===== src/rtl/mivc_pkg.sv =====
package mivc_pkg;
  localparam int unsigned REG_W     = 16;
  localparam int unsigned BYTE_W    = 8;
  localparam int unsigned VEC_SHIFT = 2;

  typedef enum logic [1:0] {
    SLOT_VECTOR = 2'd0,
    SLOT_ENABLE = 2'd1,
    SLOT_EMPTY  = 2'd2
  } slot_e;
endpackage


===== src/rtl/mivc_level_track.sv =====
module mivc_level_track #(
  parameter int unsigned N = 16
) (
  input  logic         clk,
  input  logic         rst_n,
  input  logic [N-1:0] req,
  output logic [N-1:0] level_q
);
  for (genvar g = 0; g < N; g++) begin : g_line
    always_ff @(posedge clk or negedge rst_n) begin
      if (!rst_n) level_q[g] <= 1'b0;
      else        level_q[g] <= req[g];
    end
  end
endmodule


===== src/rtl/mivc_enable_reg.sv =====
module mivc_enable_reg
  import mivc_pkg::*;
#(
  parameter int unsigned W       = REG_W,
  parameter logic [W-1:0] RST_VAL = 16'h0010
) (
  input  logic         clk,
  input  logic         rst_n,
  input  logic         wr_en,
  input  logic         wr_byte,
  input  logic         wr_hi,
  input  logic [W-1:0] wdata,
  output logic [W-1:0] en_d,
  output logic [W-1:0] en_q
);
  localparam int unsigned HI_W = W - BYTE_W;

  always_comb begin
    en_d = en_q;
    if (wr_en) begin
      if (!wr_byte)   en_d = wdata;
      else if (wr_hi) en_d[W-1:BYTE_W] = wdata[HI_W-1:0];
      else            en_d[BYTE_W-1:0] = wdata[BYTE_W-1:0];
    end
  end

  always_ff @(posedge clk or negedge rst_n) begin
    if (!rst_n) en_q <= RST_VAL;
    else        en_q <= en_d;
  end
endmodule


===== src/rtl/mivc_lowest_enc.sv =====
module mivc_lowest_enc
  import mivc_pkg::*;
#(
  parameter int unsigned N  = 16,
  parameter int unsigned VW = REG_W
) (
  input  logic [N-1:0]  pend,
  output logic [VW-1:0] vector
);
  localparam int unsigned IW = (N > 1) ? $clog2(N) : 1;

  logic          hit;
  logic [IW-1:0] idx;
  logic [VW-1:0] idx_ext;

  always_comb begin
    hit = 1'b0;
    idx = '0;
    for (int k = N - 1; k >= 0; k--) begin
      if (pend[k]) begin
        hit = 1'b1;
        idx = IW'(k);
      end
    end
    idx_ext = VW'(idx);
    vector  = hit ? ((idx_ext + VW'(1)) << VEC_SHIFT) : '0;
  end
endmodule


===== src/rtl/irq_vector_ctrl.sv =====
module irq_vector_ctrl
  import mivc_pkg::*;
#(
  parameter int unsigned NUM_LINES = 16,
  parameter int unsigned ADDR_W    = 4,
  parameter logic [15:0] MASK_RST  = 16'h0010
) (
  input  logic                 clk,
  input  logic                 rst_n,
  input  logic [NUM_LINES-1:0] irq_req,
  input  logic [ADDR_W-1:0]    bus_addr,
  input  logic                 bus_wr,
  input  logic                 bus_byte,
  input  logic [REG_W-1:0]     bus_wdata,
  output logic [REG_W-1:0]     bus_rdata,
  output logic                 irq_out
);
  localparam int unsigned SLOT_W = ADDR_W - 1;

  logic [NUM_LINES-1:0] status_q;
  logic [NUM_LINES-1:0] mask_q;
  logic [NUM_LINES-1:0] mask_d;
  logic [NUM_LINES-1:0] pend;
  logic [REG_W-1:0]     vector;
  logic [SLOT_W-1:0]    slot_idx;
  slot_e                slot;
  logic                 mask_wr;
  logic                 irq_q;

  assign slot_idx = bus_addr[ADDR_W-1:1];

  always_comb begin
    if (slot_idx == SLOT_W'(0))      slot = SLOT_VECTOR;
    else if (slot_idx == SLOT_W'(1)) slot = SLOT_ENABLE;
    else                             slot = SLOT_EMPTY;
  end

  assign mask_wr = bus_wr && (slot == SLOT_ENABLE);

  mivc_level_track #(.N(NUM_LINES)) u_track (
    .clk     (clk),
    .rst_n   (rst_n),
    .req     (irq_req),
    .level_q (status_q)
  );

  mivc_enable_reg #(.W(NUM_LINES), .RST_VAL(MASK_RST)) u_enable (
    .clk     (clk),
    .rst_n   (rst_n),
    .wr_en   (mask_wr),
    .wr_byte (bus_byte),
    .wr_hi   (bus_addr[0]),
    .wdata   (bus_wdata),
    .en_d    (mask_d),
    .en_q    (mask_q)
  );

  assign pend = status_q & mask_q;

  mivc_lowest_enc #(.N(NUM_LINES), .VW(REG_W)) u_enc (
    .pend   (pend),
    .vector (vector)
  );

  // Output flop sees next-state mask so a write acts at the same edge.
  always_ff @(posedge clk or negedge rst_n) begin
    if (!rst_n) irq_q <= 1'b0;
    else        irq_q <= |(irq_req & mask_d);
  end

  assign irq_out = irq_q;

  always_comb begin
    case (slot)
      SLOT_VECTOR: bus_rdata = vector;
      SLOT_ENABLE: bus_rdata = REG_W'(mask_q);
      default:     bus_rdata = '0;
    endcase
  end
endmodule


===== config.mk =====
export PLATFORM = sky130hd
export DESIGN_NAME = irq_vector_ctrl
export DESIGN_NICKNAME = d
export VERILOG_FILES = /design/src/rtl/mivc_pkg.sv /design/src/rtl/mivc_level_track.sv /design/src/rtl/mivc_enable_reg.sv /design/src/rtl/mivc_lowest_enc.sv /design/src/rtl/irq_vector_ctrl.sv
export SDC_FILE = /design/constraint.sdc
export NUM_CORES = 1
export LEC_CHECK = 0
export BUFFER_PORTS_ARGS = -buffer_cell sky130_fd_sc_hd__buf_2
export CAP_MARGIN = 20
export CORE_UTILIZATION = 45
export DETAILED_ROUTE_END_ITERATION = 10
export GPL_ROUTABILITY_DRIVEN = 0
export MAX_ROUTING_LAYER = met4
export PLACE_DENSITY = 0.79
export REMOVE_ABC_BUFFERS = 1
export SYNTH_ARGS = -nofsm -noshare
export SYNTH_HDL_FRONTEND = slang
export SYNTH_HIERARCHICAL = 1
export SYNTH_SLANG_ARGS = --single-unit

===== constraint.sdc =====
create_clock -name clk -period 2.2 [get_ports clk]
set_input_delay 0.44 -clock clk [delete_from_list [all_inputs] [get_ports clk]]
set_output_delay 0.44 -clock clk [all_outputs]
set_load 0.02 [all_outputs]

### After elaboration in Yosys (flattened, before gate mapping)

Cells that the tools add are included.

| operators by class | value |
|---|---|
| add/subtract/negate cells | 1 |
| multipliers | 0 |
| divide/modulo/power cells | 0 |
| magnitude comparators | 0 |
| eq/ne operators | 2 |
| shifts and indexed selects | 0 |
| muxes and demuxes | 40 |
| bitwise gates (word level) | 2 |
| reductions and logical operators | 4 |

Operator list:

| operator | number |
|---|---|
| two-way mux 4 bit | 16 |
| two-way mux 16 bit | 3 |
| bitwise AND 16 bit | 2 |
| one-hot mux 16 bit (2 select lines) | 1 |
| two-way mux 1 bit | 16 |
| two-way mux 8 bit | 2 |
| OR reduction 16 bit | 1 |
| adder 4 x 1 -> 5 bit, second input constant | 1 |
| two-way mux 2 bit | 2 |
| == test 3 x 1 -> 1 bit, second input constant | 1 |
| zero test 3 bit | 1 |
| == test 2 x 1 -> 1 bit, second input constant | 1 |
| zero test 2 bit | 1 |
| logical AND 1 bit | 1 |

| storage, ports and cells | value |
|---|---|
| register bits | 33 |
| latch bits | 0 |
| bits in writable memories | 0 |
| memory bits (read-only) | 0 |
| input port bits | 40 |
| output and inout bits | 17 |
| word-level logic and storage cells | 67 |
| memories | 0 |

### Logic depth before layout (Yosys ltp)

Gate-level depths: netlist of run 1.

| logic depth | value |
|---|---|
| depth after elaboration | 20 |
| mapped depth | 10 |
| gate-level depth less buffers | 9 |

### Modules after synthesis

Netlist of run 1, hierarchy kept.

Modules (own cells, without submodules):

| module | instances | cells an instance | area an instance (µm²) | seq. area each (µm²) |
|---|---|---|---|---|
| mivc_enable_reg | 1 | 47 | 704.4 | 401.6 |
| irq_vector_ctrl | 1 | 47 | 405.4 | 25.0 |
| mivc_level_track | 1 | 16 | 400.4 | 400.4 |
| mivc_lowest_enc | 1 | 57 | 366.6 | 0.0 |

### Least setup slack after synthesis of run 1

No wires, ideal clock.

| timing path | value |
|---|---|
| kind | in2reg |
| from | input port bus_addr[3] |
| to | register irq_q, in the netlist irq_out |
| library setup time | 0.140 ns |
| arrival time | 2.280 ns |
| data required time | 2.060 ns |
| slack | -0.220 ns |
| stages | 10 |
| buffers on the path | 3 |
| cells stage by stage | nor3b_4 buf_6 and2_1 buf_2 and2_4 buf_6 mux2_4 a22o_1 a221oi_1 nand4_1 |

| on the way | value |
|---|---|
| cells in the longest elaborated chain, start to end | 8 |
| elaborated cells between the ends (all ways) | 9 |
| those cells by class | eq/ne (2); mux (3); bitwise (1); reduce/logical (3) |

Ends and longest elaborated chain:

| what | line | text |
|---|---|---|
| from (decl) | irq_vector_ctrl.sv:11 | `input logic [ADDR_W-1:0] bus_addr,` |
| == test 3 x 1 -> 1 bit | irq_vector_ctrl.sv:34 | `else if (slot_idx == SLOT_W'(1)) slot = SLOT_ENABLE;` |
| two-way mux 2 bit | irq_vector_ctrl.sv:34 |  |
| two-way mux 2 bit (*) | irq_vector_ctrl.sv:33 | `if (slot_idx == SLOT_W'(0)) slot = SLOT_VECTOR;` |
| == test 2 x 1 -> 1 bit (*) | irq_vector_ctrl.sv:38 | `assign mask_wr = bus_wr && (slot == SLOT_ENABLE);` |
| logical AND 1 bit (*) | irq_vector_ctrl.sv:38 |  |
| via mask_wr | irq_vector_ctrl.sv:27 | `logic mask_wr;` |
| two-way mux 16 bit (*) | mivc_enable_reg.sv:20 | `if (wr_en) begin` |
| via mask_d[5] | irq_vector_ctrl.sv:22 | `logic [NUM_LINES-1:0] mask_d;` |
| bitwise AND 16 bit (*) | irq_vector_ctrl.sv:68 | `else irq_q <= \|(irq_req & mask_d);` |
| OR reduction 16 bit (*) | irq_vector_ctrl.sv:68 |  |
| to (signal assigned) | irq_vector_ctrl.sv:68 |  |
| to (decl) | irq_vector_ctrl.sv:28 | `logic irq_q;` |

Mark *: on every way through the listed nets, which the timed path passes. The rest lies on a longest branch.

### Worst setup path after layout of run 1

| timing path | value |
|---|---|
| from | register u_enable.en_q[11] |
| to | output port bus_rdata[4] |

| on the way | value |
|---|---|
| cells in the longest elaborated chain, start to end | 16 |
| elaborated cells between the ends (all ways) | 28 |
| those cells by class | add/sub (1); mux (26); bitwise (1) |

Ends and longest elaborated chain:

| what | line | text |
|---|---|---|
| from (decl) | mivc_enable_reg.sv:14 | `output logic [W-1:0] en_q` |
| from (signal assigned) | mivc_enable_reg.sv:29 | `else en_q <= en_d;` |
| bitwise AND 16 bit (*) | irq_vector_ctrl.sv:58 | `assign pend = status_q & mask_q;` |
| via pend[11] | irq_vector_ctrl.sv:23 | `logic [NUM_LINES-1:0] pend;` |
| two-way mux 4 bit (12 in a row) | mivc_lowest_enc.sv:20 | `if (pend[k]) begin` |
| adder 4 x 1 -> 5 bit | mivc_lowest_enc.sv:26 | `vector = hit ? ((idx_ext + VW'(1)) << VEC_SHIFT) : '0;` |
| two-way mux 16 bit (*) | mivc_lowest_enc.sv:26 |  |
| via vector[4] | irq_vector_ctrl.sv:24 | `logic [REG_W-1:0] vector;` |
| one-hot mux 16 bit (2 select lines) (*) | irq_vector_ctrl.sv:74 | `case (slot)` |
| to (decl) | irq_vector_ctrl.sv:15 | `output logic [REG_W-1:0] bus_rdata,` |

Marked as above.

==> metrics, run 1 <==
Antenna Nets Post-Route=0; fraction of layout instances using a drive strength above 1=a little over 50%; Clock Latency Late Sink=slightly below 0.3 ns; GRT Util Overall=approximately 28%; Avg Synthesized Cell Area=roughly 11 um^2; first-pass GRT wire length=approximately 8500 um; CP Launch Type=flip-flop; Slew Viols, Final=0; reg-to-reg startpoint=u_enable/en_q[5]$_DFF_PN0_; largest net degree at the start of global routing=34; vias in the first global route=1765; CTS Buffer Depth=2; HP Class=in2async; Arr. time, crit path=2.27 ns; CTS Buf Count=5; worst hold slack=approximately 0.21 ns; fin worst setup slack=-0.506 ns; Starting Density=a little under half; DRT iter0 DRCs=67; Finished Layout Cells=roughly 320; Netlist cell types=slightly above 40; H-tree lvl count=2; critical path fanouts, max=3; CORE AREA=between 4000 and 5000 um^2; PD cells=836 nW/um^2; drt pass-1 iters=4; Synth Instances=around 170; die area=about 4400 um^2; height of the die=66.6 um; Crit. End Element=output port; post-layout net count=306; final hold violation count=0; # setup viols final=5; row count=23; cells along the critical path=and2_4, nor4_4, o31ai_2, o311ai_2, a21boi_1, ha_1, o31ai_1, a22o_1, buf_2; Ys Warns=6; Final min period=between 2 and 3 ns; Worst Tran Pin Value=0.726 ns; Clock Sinks=33; Clock transition at path regs=0.06 ns; post-DR vias/cell=approximately 5.4; Crit Path Category=reg2out; Syn Std Cell Area=approximately 1900 um^2; most frequent cells in the layout=54 x buf_2, 42 x buf_4, 32 x dfrtp_1; RSZ-0062 raised after global routing=true; Max Fclk=roughly 370 MHz; Via Count=approximately 1.7k; crit path from=u_enable/en_q[11]$_DFF_PN0_; sequential element share of the synthesized area=44.1%; Leak=between 0.001 and 0.0015 uW; Setup WS pre-CTS=-0.281 ns; CP peak stage delay=0.38 ns; DP Area=around 2400 um^2; initial antenna violation count=0; Crit path required time=1.76 ns; Placed Cells=approximately 300; I/O Buffers=56; Yosys reg bits=33; TritonCTS clock tree=done; DIE WIDTH=around 67 um; violated checks=setup timing; I/O pins=between 50 and 60; clock root buffer master=clkbuf_8; drt wl/cell=between 15 and 20 um; commonest non-fill, non-tap cell in the layout=buf_2; Final HPWL DP=about 4000 um; Final Cycle Share=123%; max_slew headroom=51.6%; Area Growth Syn to Fin=40.6%; run status=finished with violations; DRC violations left=0; Routed WL=about 5300 um; number of max-cap violations=0; design area=~2600 um^2; Worst Skew=0.00344 ns; diode count=0; Max VDD drop=around 540 uV; slowest CP cell=dfrtp_1; total grt overflow=0
==> logic make-up after synthesis <==
logic type / after synthesis / synth area share [%]
AOI/OAI and AO/OA: 56 / 23.7
adders and majority gates: 1 / 0.667
buffers and inverters: 21 / 8.07
DFF: 33 / 44.1
muxes: 8 / 6.40
other: 1 / 0.200
and+or+nand+nor: 47 / 16.9
==> final timing paths <==
check | end | slack [ns] | cells past startpoint
max | bus_rdata[4] | -0.51 | 9
min | u_track/level_q[2]$_DFF_PN0_ | 0.21 | 1
max reg2reg | irq_out$_DFF_PN0_ | 0.63 | 5
min reg2reg | u_enable/en_q[1]$_DFF_PN0_ | 0.57 | 1
max in group asynchronous | u_track/level_q[5]$_DFF_PN0_ | 1.52 | 1
min in group clk | u_track/level_q[15]$_DFF_PN0_ | 0.27 | 1
==> power breakdown <==
group	switching, uW	internal (uW)
clock network	211	369
registers	41.6	696
logic	418	472
total	670	1540
==> metrics by stage <==
stage,power [uW],setup TNS [ns],util [%]
4_1_cts,2180,-2.18,65.6
3_3_place_gp,1500,-0.971,60.6
6_report,2210,-2.23,66.0
5_1_grt,2310,-2.73,66.0
2_1_floorplan,1160,-0.497,-
3_5_place_dp,1520,-1.20,60.6
==> synth_stat cells, drive strengths merged <==
cell type | n | area [um^2]
a21boi | 2 | 18.8
a21oi | 1 | 5.00
a221oi | 4 | 35.0
a22o | 20 | 175
a2bb2oi | 8 | 70.1
a311oi | 1 | 8.76
a31oi | 2 | 12.5
and2 | 19 | 121
and3 | 1 | 6.26
buf | 16 | 133
conb | 1 | 3.75
dfrtp | 32 | 801
dfstp | 1 | 26.3
ha | 1 | 12.5
inv | 5 | 18.8
mux2 | 8 | 120
nand2 | 2 | 15.0
nand2b | 1 | 6.26
nand4 | 1 | 6.26
nor2 | 8 | 30.0
nor2b | 3 | 18.8
nor3 | 5 | 36.3
nor3b | 1 | 18.8
nor4 | 3 | 25.0
nor4b | 1 | 15.0
o21a | 1 | 7.51
o21ai | 3 | 15.0
o21bai | 1 | 7.51
o22ai | 8 | 50.1
o311ai | 1 | 8.76
o31a | 1 | 8.76
o31ai | 3 | 22.5
or2 | 1 | 6.26
or3 | 1 | 11.3
==> cell type report <==
type,instances,area [um^2]
Tap cell,50,62.6
Sequential cell,33,827
Fill cell,306,1360
Multi-Input combinational cell,123,1020
Timing Repair Buffer,97,597
Clock buffer,7,86.3
Inverter,5,18.8
Clock inverter,1,30.0
==> critical path, delay by kind of cell (launching register included) <==
family / cells / cell delay, ns
AO/OA/AOI/OAI: 5 / 0.73
AND/OR/NAND/NOR: 2 / 0.50
flip-flops: 1 / 0.38
adder cells (fa/ha/maj): 1 / 0.21
buffers and inverters: 1 / 0.15
==> metal layers <==
metal	wire [um]	vias to the layer above	track usage (%)
met4	123	0	12.2
li1	-	812	-
met3	206	12	4.79
met1	2160	837	31.4
met2	2800	52	47.7
met5	0	-	-
==> sequential cells by signal, indices dropped and copies added, names as in the netlist <==
register         flops
u_enable/en_q       16
irq_out              1
u_track/level_q     16
==> timing repair <==
item | CTS | global route
setup endpoints to repair | 5 | 5
hold buffers | 0 | 0
pin swaps | 5 | 1
setup buffers | 1 | 0
gates resized for setup | 21 | 4
(Power assumes the default switching activity.)
==> run 2: changes to the inputs <==
CTS_BUF_LIST = sky130_fd_sc_hd__clkbuf_8   (was not set)
PLACE_DENSITY = 0.74   (was 0.79)
==> metrics, run 2 (synthesis gave the netlist of run 1 again) <==
run status=finished with violations; violated checks=setup timing; row count=23 (unchanged); PD cells=794 nW/um^2 (-5.1%); crit path from=u_track/level_q[15]$_DFF_PN0_; Max Fclk=367 MHz (-0.63%); routed wl met3=154 um (-25%); CORE AREA=4000 um^2 (unchanged); Worst Tran Pin Value=0.687 ns (-0.0386 ns); reg-to-reg startpoint=u_enable/en_q[5]$_DFF_PN0_; post-layout net count=307 (+0.33%); Design Power=2120 uW (-3.7%); GRT Util Overall=26.9% (-0.76 points); Final HPWL DP=4010 um (+0.31%); uppermost layer routed=met4; Clock Sinks=33 (unchanged); Crit. End Element=output port; largest net degree at the start of global routing=34 (unchanged); first-pass GRT wire length=8300 um (-2.0%); initial antenna violation count=0 (unchanged); I/O pins=57 (unchanged); met2 wire length=2860 um (+2.1%); final hold violation count=0 (unchanged); Final min period=2.72 ns (+0.0170 ns); post-DR vias/cell=5.47 (+0.85%); Int Pwr=1450 uW (-5.7%); RSZ-0062 raised after global routing=true; drt wl/cell=17.0 um (+1.5%); TritonCTS clock tree=done; DRC violations left=0 (unchanged); Net Sw Power=676 uW (+0.85%); # setup viols final=5 (unchanged); Finished Layout Cells=317 (+0.32%); Placed Cells=305 (-0.65%); Crit Path Category=reg2out; Max VDD drop=525 uV (-2.3%); fin worst setup slack=-0.523 ns (-0.0170 ns); Slew Viols, Final=0 (unchanged); I/O Buffers=56 (unchanged); Final Cycle Share=124% (+0.77 points); Leak=0.00130 uW (+0.89%); fraction of layout instances using a drive strength above 1=54.7% (+2.8 points); Starting Density=46.9% (unchanged); max_slew headroom=54.2% (+2.6 points); most frequent cells in the layout=51 x buf_2, 42 x buf_4, 32 x dfrtp_1; Clock transition at path regs=0.06 ns (about the same); Antenna Nets Post-Route=0 (unchanged); Area Growth Syn to Fin=42.7%; Via Count=1733 (+1.2%); Worst R2R Path Depth=5 (unchanged); R2R Setup Slk=0.62 ns (about the same); total grt overflow=0 (unchanged); DP Area=2410 um^2 (-0.62%); Routed WL=5400 um (+1.8%); Worst Setup EP=bus_rdata[3]; CTS Buf Count=5 (unchanged); clock root buffer master=clkbuf_8; drt pass-1 iters=6 (+2); commonest non-fill, non-tap cell in the layout=buf_2; Crit path required time=1.76 ns (about the same); fillcell total=307 (+0.33%); design area=2680 um^2 (+1.5%); M1 wire length=2230 um (+3.1%); DRT iter0 DRCs=89 (+33%); Sw Share=31.8% (+1.4 points); end of the worst register-to-register path=irq_out$_DFF_PN0_; CTS Buffer Depth=2 (unchanged); hold buffers post-CTS=0 (unchanged); Gate power share=44.7% (+4.4 points); critical path fanouts, max=3 (unchanged); vias in the first global route=1778 (+0.74%); number of max-cap violations=0 (unchanged); DIE WIDTH=66.6 um (unchanged); worst hold slack=0.197 ns (-0.0117 ns); Seq pwr share=34.6% (+1.2 points); Clk pwr share=20.7% (-5.6 points); CP Launch Type=flip-flop; HP Class=in2async; Worst Skew=0.00565 ns (+0.00221 ns); H-tree lvl count=2 (unchanged); Clock Latency Late Sink=0.28 ns (about the same); diode count=0 (unchanged); height of the die=66.6 um (unchanged); Arr. time, crit path=2.28 ns (about the same); die area=4430 um^2 (unchanged)
## run 2: cell count changes in the layout (fill, tap and decap cells not counted), moves of 2 or more
cell,before,now
buf_2,54,51
buf_6,1,5
inv_1,5,7
nor2b_1,3,1
nor3_1,3,1
nor3_2,1,3
o21ai_0,2,0
o21ai_2,0,2
## run 2: power by group through the flow
stage / Sequential (uW) / Combinational, uW / Clock [uW]
finish: 735 / 949 / 440
global route: 744 / 1020 / 474
CTS: 735 / 863 / 447
detailed placement: 742 / 773 / 0
global placement: 736 / 761 / 0
floorplan: 745 / 414 / 0
## run 2: area by class of cell
class	count	area, um^2	share of cell area (%)
multi-input cells	123	1050	39.3
flip-flops and latches	33	827	30.9
repair buffers	98	627	23.4
clock buffers	6	82.6	3.08
well taps	50	62.6	2.34
inverters	5	18.8	0.701
clock inverters	2	7.51	0.280
## run 2: per-layer routing
metal | vias to the layer above | global-route usage (%)
met5 | - | -
met4 | 0 | 12.5
met3 | 13 | 5.48
met2 | 47 | 46.0
met1 | 862 | 30.1
li1 | 811 | -
## run 2: critical path, cell delays in order, from the launching register on
cell and delay, ns:
dfrtp_1 0.36, and2_4 0.17, nor2b_4 0.12, o21a_1 0.22, nor3_2 0.22, o21ai_2 0.10
ha_2 0.32, inv_1 0.03, a31oi_1 0.17, a22o_1 0.19, buf_6 0.12
## run 2: timing repair
item,in CTS,in global routing
pin swaps,10,3
gates resized for setup,28,16
buffers inserted,3,1
setup endpoints to repair,5,5
endpoints found under the hold margin,0,0
## run 2: per-stage QoR
stage,util [%],TNS [ns],setup WS (ns)
after floorplan,-,-0.497,-0.237
after global placement,60.2,-0.940,-0.236
after detailed placement,60.2,-1.15,-0.303
after CTS,65.2,-2.00,-0.463
after global routing,66.9,-2.76,-0.607
final,66.9,-2.29,-0.523
## run 2: worst min path at each step
stage,from,endpoint,slack [ns],cells past startpoint
final,rst_n,u_track/level_q[13]$_DFF_PN0_,0.20,1
after global routing,rst_n,u_track/level_q[1]$_DFF_PN0_,0.25,1
after CTS,rst_n,u_track/level_q[13]$_DFF_PN0_,0.22,1
after detailed placement,rst_n,u_track/level_q[13]$_DFF_PN0_,0.52,1
after global placement,rst_n,u_track/level_q[1]$_DFF_PN0_,0.51,1
after floorplan,rst_n,irq_out$_DFF_PN0_,0.14,0
==> run 3: changes to the inputs <==
TNS_END_PERCENT = 50   (was not set)
==> metrics, run 3 (synthesis gave the netlist of run 1 again) <==
CTS Buf Count=5 (unchanged); height of the die=66.6 um (unchanged); Antenna Nets Post-Route=0 (unchanged); vias in the first global route=1774 (-0.22%); post-layout net count=306 (-0.33%); Net Sw Power=643 uW (-4.8%); I/O pins=57 (unchanged); Arr. time, crit path=2.24 ns (-0.04 ns); Seq pwr share=35.6% (+1.0 points); # setup viols final=5 (unchanged); Max VDD drop=525 uV (-0.15%); Sw Share=31.2% (-0.66 points); Final min period=2.68 ns (-0.0468 ns); fraction of layout instances using a drive strength above 1=51.9% (-2.8 points); DP Area=2410 um^2 (unchanged); drt wl/cell=16.2 um (-4.6%); CP Launch Type=flip-flop; DRT iter0 DRCs=108 (+21%); Crit. End Element=output port; CP peak stage delay=0.37 ns (about the same); RSZ-0062 raised after global routing=true; row count=23 (unchanged); Via Count=1712 (-1.2%); Finished Core Util=65.4% (-1.5 points); Slew Viols, Final=0 (unchanged); hold buffers post-CTS=0 (unchanged); first-pass GRT wire length=8290 um (-0.17%); R2R Setup Slk=0.62 ns (about the same); diode count=0 (unchanged); DIE WIDTH=66.6 um (unchanged); largest net degree at the start of global routing=34 (unchanged); violated checks=setup timing; max_slew headroom=53.9% (-0.36 points); GRT Util Overall=26.9% (-0.037 points); cells along the critical path=and2_4, nor4_4, o31ai_2, o311ai_2, a21boi_1, ha_2, inv_1, a31oi_1, a22o_1, buf_6; CTS Buffer Depth=2 (unchanged); Design Power=2060 uW (-2.8%); design area=2620 um^2 (-2.3%); H-tree lvl count=2 (unchanged); Worst Tran Pin Value=0.692 ns (+0.00534 ns); TritonCTS clock tree=done; number of max-cap violations=0 (unchanged); Max Fclk=374 MHz (+1.7%); most frequent cells in the layout=54 x buf_2, 42 x buf_4, 32 x dfrtp_1; Gate power share=43.1% (-1.6 points); Int Pwr=1420 uW (-1.9%); total grt overflow=0 (unchanged); run status=finished with violations; clock root buffer master=clkbuf_8; die area=4430 um^2 (unchanged); HP Class=in2async; PD cells=789 nW/um^2 (-0.56%); drt pass-1 iters=6 (unchanged); fin worst setup slack=-0.477 ns (+0.0468 ns); CORE AREA=4000 um^2 (unchanged); Clock Sinks=33 (unchanged); I/O Buffers=56 (unchanged); final hold violation count=0 (unchanged); Routed WL=5130 um (-4.9%); Area Growth Syn to Fin=39.4%; Clock Latency Late Sink=0.28 ns (about the same); Final Cycle Share=122% (-2.1 points); critical path fanouts, max=3 (unchanged); Crit path required time=1.76 ns (about the same); Worst Skew=0.00614 ns (+0.000492 ns); post-DR vias/cell=5.42 (-0.90%); DRC violations left=0 (unchanged); commonest non-fill, non-tap cell in the layout=buf_2; Clk pwr share=21.3% (+0.6 points); Starting Density=46.9% (unchanged); slowest CP cell=dfrtp_1; Clock transition at path regs=0.06 ns (about the same); initial antenna violation count=0 (unchanged); Crit Path Category=reg2out; Leak=0.00129 uW (-1.0%); Final HPWL DP=4010 um (unchanged); worst hold slack=0.199 ns (+0.00189 ns)
run 3: final timing paths:
kind                                                 end                          start  cells after the start
setup / recovery                            bus_rdata[3]  u_track/level_q[11]$_DFF_PN0_                     10
hold / removal             u_track/level_q[13]$_DFF_PN0_                          rst_n                      1
setup reg to reg                       irq_out$_DFF_PN0_     u_enable/en_q[5]$_DFF_PN0_                      5
hold reg to reg               u_enable/en_q[5]$_DFF_PN0_     u_enable/en_q[5]$_DFF_PN0_                      2
max in group asynchronous    u_enable/en_q[15]$_DFF_PN0_                          rst_n                      1
min in group clk           u_track/level_q[11]$_DFF_PN0_                    irq_req[11]                      1
run 3: what timing repair did:
item / CTS / global route
setup buffers: 3 / 0
resized for setup: 23 / 6
pin swaps: 9 / 2
endpoints found under the setup margin: 5 / 5
run 3: layer usage:
metal  global-route usage, %  part of all wire (%)
met4                    12.5                   3.8
met5                       -                     0
met2                    45.8                    52
met3                    5.48                   3.5
met1                    30.1                    41
run 3: worst max-delay path: cells and delay by family, from the launching register on:
family                   cells  cell delay (ns)
AO/OA/AOI/OAI                5             0.67
adder cells (fa/ha/maj)      1             0.32
buffers and inverters        2             0.15
flip-flops                   1             0.37
AND/OR/NAND/NOR              2             0.46
run 3: power groups by stage:
stage / sequential (uW) / clock (uW) / combinational (uW)
3_5_place_dp: 742 / 0 / 773
5_1_grt: 744 / 474 / 965
2_1_floorplan: 745 / 0 / 414
3_3_place_gp: 736 / 0 / 761
6_report: 735 / 440 / 890
4_1_cts: 735 / 447 / 858
run 3: final cells by class:
class | instances | area [um^2]
repair buffers | 97 | 597
flip-flops and latches | 33 | 827
clock inverters | 2 | 7.51
well taps | 50 | 62.6
fillers | 320 | 1380
multi-input cells | 123 | 1020
inverters | 5 | 18.8
clock buffers | 6 | 82.6
run 3: stage by stage:
step           setup TNS (ns)  worst slack (ns)  cells
6_report                -2.13            -0.477    316
5_1_grt                 -2.69            -0.588    316
4_1_cts                 -2.04            -0.463    316
3_5_place_dp            -1.15            -0.303    305
3_3_place_gp           -0.940            -0.236    305
2_1_floorplan          -0.497            -0.237    161
